===== src/rtl/nib_port_pkg.sv =====
package nib_port_pkg;

    localparam int NIB_W      = 4;
    localparam int BYTE_W     = 2 * NIB_W;
    localparam int IDX_W      = 4;
    localparam int CMD_LSB    = 5;
    localparam int PHASE_BIT  = 6;
    localparam int HALF_BIT   = 4;
    localparam int STATUS_LSB = 3;

    localparam logic [2:0] CODE_DATA  = 3'b000;
    localparam logic [2:0] CODE_WADDR = 3'b010;
    localparam logic [2:0] CODE_RADDR = 3'b110;
    localparam logic [2:0] CODE_END   = 3'b111;

    typedef enum logic [1:0] {
        PS_IDLE,
        PS_WRITE,
        PS_READ
    } port_state_e;

    typedef enum logic [2:0] {
        CK_DATA,
        CK_WADDR,
        CK_RADDR,
        CK_END,
        CK_OTHER
    } cmd_kind_e;

    typedef struct packed {
        logic             hi;
        logic [IDX_W-1:0] idx;
    } reg_sel_t;

    typedef struct packed {
        logic             en;
        reg_sel_t         sel;
        logic [NIB_W-1:0] nib;
    } nib_write_t;

    typedef struct packed {
        logic     en;
        reg_sel_t sel;
    } nib_read_t;

    typedef struct packed {
        logic             load_lo;
        logic             push;
        logic [NIB_W-1:0] nib;
    } bulk_op_t;

    function automatic cmd_kind_e classify(input logic [BYTE_W-1:0] b);
        cmd_kind_e k;
        case (b[BYTE_W-1:CMD_LSB])
            CODE_DATA:  k = CK_DATA;
            CODE_WADDR: k = CK_WADDR;
            CODE_RADDR: k = CK_RADDR;
            CODE_END:   k = CK_END;
            default:    k = CK_OTHER;
        endcase
        return k;
    endfunction

    function automatic reg_sel_t sel_of(input logic [BYTE_W-1:0] b);
        reg_sel_t s;
        s.hi  = b[HALF_BIT];
        s.idx = b[IDX_W-1:0];
        return s;
    endfunction

    function automatic logic [NIB_W-1:0] pick_nib(input logic [BYTE_W-1:0] v,
                                                  input logic hi);
        return hi ? v[BYTE_W-1:NIB_W] : v[NIB_W-1:0];
    endfunction

    function automatic logic [BYTE_W-1:0] status_of(input logic [NIB_W-1:0] n);
        logic [BYTE_W-1:0] s;
        s = '0;
        s[STATUS_LSB +: NIB_W] = n;
        return s;
    endfunction

endpackage


===== src/rtl/nib_cmd_decode.sv =====
module nib_cmd_decode
    import nib_port_pkg::*;
(
    input  logic              clk,
    input  logic              rst,
    input  logic              host_wr,
    input  logic [BYTE_W-1:0] host_data,
    output nib_write_t        wr_op,
    output nib_read_t         rd_op,
    output bulk_op_t          bulk_op
);

    port_state_e state_q;
    reg_sel_t    wr_sel_q;
    logic        prev_half_q;
    logic        prev_phase_q;
    cmd_kind_e   kind;

    assign kind = classify(host_data);

    always_comb begin
        wr_op.en  = host_wr && (state_q == PS_WRITE) && prev_phase_q
                    && !host_data[PHASE_BIT];
        wr_op.sel = wr_sel_q;
        wr_op.nib = host_data[NIB_W-1:0];

        rd_op.en  = host_wr && (kind == CK_RADDR);
        rd_op.sel = sel_of(host_data);

        bulk_op.load_lo = host_wr && (state_q == PS_IDLE) && (kind == CK_DATA)
                          && !host_data[HALF_BIT];
        bulk_op.push    = host_wr && (state_q == PS_IDLE) && (kind == CK_DATA)
                          && host_data[HALF_BIT] && !prev_half_q;
        bulk_op.nib     = host_data[NIB_W-1:0];
    end

    always_ff @(posedge clk) begin
        if (rst) begin
            state_q      <= PS_IDLE;
            wr_sel_q     <= '0;
            prev_half_q  <= 1'b0;
            prev_phase_q <= 1'b0;
        end else if (host_wr) begin
            prev_half_q  <= host_data[HALF_BIT];
            prev_phase_q <= host_data[PHASE_BIT];
            case (kind)
                CK_END:   state_q <= PS_IDLE;
                CK_RADDR: state_q <= PS_READ;
                CK_WADDR: begin
                    if (state_q != PS_WRITE) begin
                        state_q  <= PS_WRITE;
                        wr_sel_q <= sel_of(host_data);
                    end
                end
                default: ;
            endcase
        end
    end

    // once the command is closed, the next byte can store nothing
    a_r4_end_blocks_store: assert property (@(posedge clk) disable iff (rst)
        (host_wr && classify(host_data) == CK_END) |=> !wr_op.en);

    // a store, a read and a bulk push never coincide
    a_r9_ops_exclusive: assert property (@(posedge clk) disable iff (rst)
        $onehot0({wr_op.en, rd_op.en, bulk_op.push}));

    // a repeated write-address byte keeps the latched address
    a_r2_addr_held: assert property (@(posedge clk) disable iff (rst)
        (host_wr && state_q == PS_WRITE && classify(host_data) == CK_WADDR)
        |=> $stable(wr_sel_q));

endmodule


===== src/rtl/nib_reg_file.sv =====
module nib_reg_file
    import nib_port_pkg::*;
#(
    parameter int REG_COUNT = 15
) (
    input  logic              clk,
    input  logic              rst,
    input  nib_write_t        wr_op,
    input  nib_read_t         rd_op,
    output logic [BYTE_W-1:0] status
);

    logic [BYTE_W-1:0] regs_q [REG_COUNT];
    logic [BYTE_W-1:0] rd_byte;
    logic [BYTE_W-1:0] status_q;

    for (genvar g = 0; g < REG_COUNT; g++) begin : g_reg
        always_ff @(posedge clk) begin
            if (rst) begin
                regs_q[g] <= '0;
            end else if (wr_op.en && wr_op.sel.idx == IDX_W'(g)) begin
                if (wr_op.sel.hi) regs_q[g][BYTE_W-1:NIB_W] <= wr_op.nib;
                else              regs_q[g][NIB_W-1:0]      <= wr_op.nib;
            end
        end

        // a store touches only the register it addresses
        a_r7_only_target: assert property (@(posedge clk) disable iff (rst)
            (wr_op.en && wr_op.sel.idx != IDX_W'(g)) |=> $stable(regs_q[g]));
    end

    always_comb begin
        rd_byte = '0;
        for (int i = 0; i < REG_COUNT; i++) begin
            if (rd_op.sel.idx == IDX_W'(i)) rd_byte = regs_q[i];
        end
    end

    always_ff @(posedge clk) begin
        if (rst)            status_q <= '0;
        else if (rd_op.en)  status_q <= status_of(pick_nib(rd_byte, rd_op.sel.hi));
    end

    assign status = status_q;

    // status changes only after a read-address byte
    a_r6_status_hold: assert property (@(posedge clk) disable iff (rst)
        !rd_op.en |=> $stable(status_q));

endmodule


===== src/rtl/nib_byte_pack.sv =====
module nib_byte_pack
    import nib_port_pkg::*;
(
    input  logic              clk,
    input  logic              rst,
    input  bulk_op_t          bulk_op,
    output logic [BYTE_W-1:0] out_byte,
    output logic              out_valid
);

    logic [NIB_W-1:0]  lo_q;
    logic [BYTE_W-1:0] byte_q;
    logic              valid_q;

    always_ff @(posedge clk) begin
        if (rst) begin
            lo_q    <= '0;
            byte_q  <= '0;
            valid_q <= 1'b0;
        end else begin
            valid_q <= bulk_op.push;
            if (bulk_op.load_lo) lo_q <= bulk_op.nib;
            if (bulk_op.push)    byte_q <= {bulk_op.nib, lo_q};
        end
    end

    assign out_byte  = byte_q;
    assign out_valid = valid_q;

    // the completion strobe lasts a single cycle
    a_r8_single_strobe: assert property (@(posedge clk) disable iff (rst)
        valid_q |=> !valid_q);

endmodule


===== src/rtl/nib_reg_port.sv =====
module nib_reg_port
    import nib_port_pkg::*;
#(
    parameter int REG_COUNT = 15
) (
    input  logic       clk,
    input  logic       rst,
    input  logic       host_wr,
    input  logic [7:0] host_data,
    output logic [7:0] host_status,
    output logic [7:0] buf_byte,
    output logic       buf_valid
);

    nib_write_t wr_op;
    nib_read_t  rd_op;
    bulk_op_t   bulk_op;

    nib_cmd_decode u_decode (
        .clk       (clk),
        .rst       (rst),
        .host_wr   (host_wr),
        .host_data (host_data),
        .wr_op     (wr_op),
        .rd_op     (rd_op),
        .bulk_op   (bulk_op)
    );

    nib_reg_file #(.REG_COUNT(REG_COUNT)) u_regs (
        .clk    (clk),
        .rst    (rst),
        .wr_op  (wr_op),
        .rd_op  (rd_op),
        .status (host_status)
    );

    nib_byte_pack u_pack (
        .clk       (clk),
        .rst       (rst),
        .bulk_op   (bulk_op),
        .out_byte  (buf_byte),
        .out_valid (buf_valid)
    );

endmodule


===== config.mk =====
export PLATFORM = sky130hd
export DESIGN_NAME = nib_reg_port
export DESIGN_NICKNAME = d
export VERILOG_FILES = /design/src/rtl/nib_port_pkg.sv /design/src/rtl/nib_cmd_decode.sv /design/src/rtl/nib_reg_file.sv /design/src/rtl/nib_byte_pack.sv /design/src/rtl/nib_reg_port.sv
export SDC_FILE = /design/constraint.sdc
export NUM_CORES = 1
export LEC_CHECK = 0
export ABC_AREA = 1
export CORE_MARGIN = 2
export CORE_UTILIZATION = 57
export CTS_BUF_LIST = sky130_fd_sc_hd__clkbuf_4 sky130_fd_sc_hd__clkbuf_8
export CTS_CLUSTER_SIZE = 28
export DETAILED_ROUTE_END_ITERATION = 16
export DONT_BUFFER_PORTS = 1
export GPL_ROUTABILITY_DRIVEN = 0
export PLACE_DENSITY = 0.86
export SLEW_MARGIN = 20
export SYNTH_ARGS = -nofsm -noshare
export SYNTH_HDL_FRONTEND = slang
export SYNTH_SLANG_ARGS = --single-unit

===== constraint.sdc =====
create_clock -name clk -period 1.93 [get_ports clk]
set_clock_uncertainty 0.1 [all_clocks]
set_input_delay 0.0965 -clock clk [delete_from_list [all_inputs] [get_ports clk]]
set_output_delay 0.0965 -clock clk [all_outputs]
set_load 0.02 [all_outputs]

==> key figures <==
Outcome
  • Status: finished clean

Synth
  • Yosys warns: 0
  • Post-synth top area share: 0.527
  • Largest area contributor in the synthesized netlist: edfxtp_1
  • Synth Area in XOR/XNOR: 0
  • Synth area leaders: edfxtp_1, nor2_1, nand2_1
  • Synth Area in Simple Gates: 0.296
  • Synth Area per Inst: 9.14 um2
  • Mapped Area: 0.00684 mm2
  • Seq cells post-synth: 146
  • Register area share after synthesis: 0.603
  • Mux cell area share after synthesis: 0
  • Count of cell types in the netlist: 32
  • Synth Instances: ~750
  • Adder-cell share of the synthesized area: 0
  • Largest family of logic cells by synthesized area: simple AND/OR/NAND/NOR gates
  • Synth Area in Compound Gates: 0.0446

Critical path
  • CP Launch Type: flop
  • CP required: 2.17 ns
  • WP buf/inv: 0
  • Critical path type: reg -> reg
  • Arrival time worst endpoint: ~2.2 ns
  • Reg2Reg Setup Slack: 0.004 ns
  • Setup crit end kind: flop
  • R2r startpoint: u_regs.regs_q[0][23]
  • Worst setup startpoint: u_regs.regs_q[0][23]
  • CP Max Fanout: 1
  • R2R cell count: 9
  • Most used cell, CP: nand4_1
  • Reg-to-Reg End: u_regs.status[6]
  • Worst-path cell chain: and3_1, nor2_1, nand4_1, nand2_1, nand4_1, nor2_1, nand4_1, a21oi_1, a21oi_1
  • CP top delay family: simple AND/OR/NAND/NOR gates
  • Slowest CP cell: edfxtp_1
  • CP peak stage delay: approximately 0.4 ns

Route
  • Antenna-violating nets left: 0
  • Drt first pass iters: 7
  • Vias: 5800
  • Avg WL per Cell: about 19 um
  • Initial DRC Count: 881
  • DRC: 0
  • Vias per cell: 6.20
  • Routed Wire Length: about 18 mm

Floorplan
  • Site Rows: 40
  • Die W: 114 um
  • Core area: 0.0119 mm2
  • Initial Util: 0.577
  • Total die area: 0.0129 mm2
  • I/O Pins: 28
  • Chip height: 114 um

Clock network
  • Clock sink count: 146
  • Inserted Clock Buffers: 17
  • H-tree lvl count: 4
  • CTS tree: built
  • Reg clk slew, reported paths: 0.09 ns
  • Bufs on Longest Clock Path: 2
  • Skew-Pair Late Insertion Delay: 0.46 ns
  • Clk root buf: clkbuf_8

Final layout
  • Fillcell total: between 800 and 900
  • Share of cells above drive strength 1: 0.122
  • Net count, final: 786
  • # diodes: 0
  • Layout area overhead: 12.4%
  • Flip-flop and latch area: 0.00412 mm2
  • Non-filler cells in the finished layout: about 940
  • Final core utilization: 0.648
  • Multi-input logic area: around 0.0024 mm2

Global route
  • Number of global-route vias before repair: 5541
  • Initial antenna violation count: 0
  • Global-route wire length before repair: 27.8 mm
  • GRT overflow: 0
  • All-layer global routing usage: 0.285
  • Largest net degree at the start of global routing: 41

Min path
  • Worst Min Path Start: rst
  • Hold path depth: 2
  • Hold endpoint: u_regs.regs_q[1][23]
  • Worst hold path type: in -> reg

Timing
  • Final setup vio count: 0
  • Slew at the pin closest to its max-slew limit: 0.544 ns
  • Pins Over Slew Limit: 0
  • Final hold vios: 0
  • Min Tclk post-route: 1.93 ns
  • Rel. slew slack: 0.636
  • FMAX: 519 MHz
  • Setup TNS: 0 ns
  • WHS: 0.0220 ns
  • Fin crit share: 0.998

Power
  • Clk network pwr share: 0.356
  • Worst vdd rail ir drop: 0.000404 V
  • Pwr dens: 814 mW/mm2
  • Switching power: 1.58 mW
  • Internal power: 4.68 mW
  • P_leak: 3.02 nW
  • Logic gate share of total power: 0.077
  • Sequential power share: 0.567
  • Sw frac: 0.252
  • Total power: 6.26 mW

Job
  • Max-cap viol count: 0

Placement
  • Port Buf Inserts: 0
  • Dpl cells: slightly below 900
  • Post-DP HPWL: 11.4 mm
## cell type report
type	instances	share of cell area
clock buffer	20	0.0333
clock inverter	12	0.0142
inverter	52	0.0260
multi-input combinational	510	0.310
sequential	146	0.536
tap	147	0.0239
timing repair buffer	48	0.0563
## cells in the mapped netlist (all sizes together)
library cell,number
dfxtp,26
o22ai,1
nand2,149
nor3,6
inv,52
clkbuf,29
nand4,50
o21ai,24
nor4,6
and3,1
a21oi,28
a211oi,4
o2111ai,1
conb,1
or2,9
buf,14
nand3,48
nor2,179
edfxtp,120
## power groups by stage
stage | Sequential, mW | Clock, mW | Combinational, mW
floorplan | 3.59 | 0 | 0.289
global placement | 3.61 | 0 | 0.393
detailed placement | 3.61 | 0 | 0.410
CTS | 3.54 | 2.22 | 0.448
global route | 3.55 | 2.35 | 0.508
finish | 3.55 | 2.23 | 0.481
## metal layers
metal,part of all wire,vias to the layer above,global-route usage
li1,-,2581,-
met1,0.34,2665,0.335
met2,0.49,447,0.483
met3,0.11,107,0.0648
met4,0.058,0,0.163
met5,0,-,0
## placed cells by master, fill, tap and decap left out, drive strengths merged, types with 4 or more instances in the layout
cell type	Yosys	layout
a211oi	4	4
a21oi	28	28
buf	14	30
clkbuf	29	20
clkinv	0	7
conb	1	4
dfxtp	26	26
dlygate4sd3	0	17
edfxtp	120	120
inv	52	55
nand2	149	149
nand3	48	48
nand4	50	50
nor2	179	179
nor3	6	6
nor4	6	6
o21ai	24	24
or2	9	9
## flip-flops by register name, summed over array words and instances (netlist names)
signal and flops:
u_decode.state_q 2, u_regs.regs_q 120, u_pack.out_byte 8, u_decode.prev_phase_q 1, u_decode.prev_half_q 1, u_decode.wr_op 5, u_regs.status 4, u_pack.lo_q 4
u_pack.out_valid 1
## repair_timing
action,CTS,global route
gates cloned,0,0
setup buffers,0,2
hold endpoints to repair,52,2
hold buffers,17,1
endpoints found under the setup margin,24,55
pin swaps,2,0
gates resized for setup,3,7
## metrics by stage
| step | cell area (um2) | setup slack (ns) |
|---|---|---|
| after floorplan | 6850 | -0.0775 |
| after CTS | 7640 | 0.0437 |
| after global routing | 7690 | -0.00563 |
| final | 7690 | 0.00432 |
| after detailed placement | 7090 | -0.00805 |
| after global placement | 7090 | 0.0615 |
## cell families after synthesis
family | count (synthesis)
flip-flops | 146
buffers and inverters | 95
AND/OR/NAND/NOR | 448
other | 1
AO/OA/AOI/OAI | 58
## worst max-delay path by stage
stage / slack [ns] / to / depth (start not counted)
after floorplan: -0.08 / u_regs.regs_q[1][40] / 7
after global placement: 0.06 / u_regs.regs_q[0][63] / 7
after detailed placement: -0.008 / u_regs.regs_q[0][25] / 7
after CTS: 0.04 / u_regs.regs_q[0][24] / 7
after global routing: -0.006 / u_pack.out_valid / 7
final: 0.004 / u_regs.status[6] / 9
(Power assumes the default switching activity.)
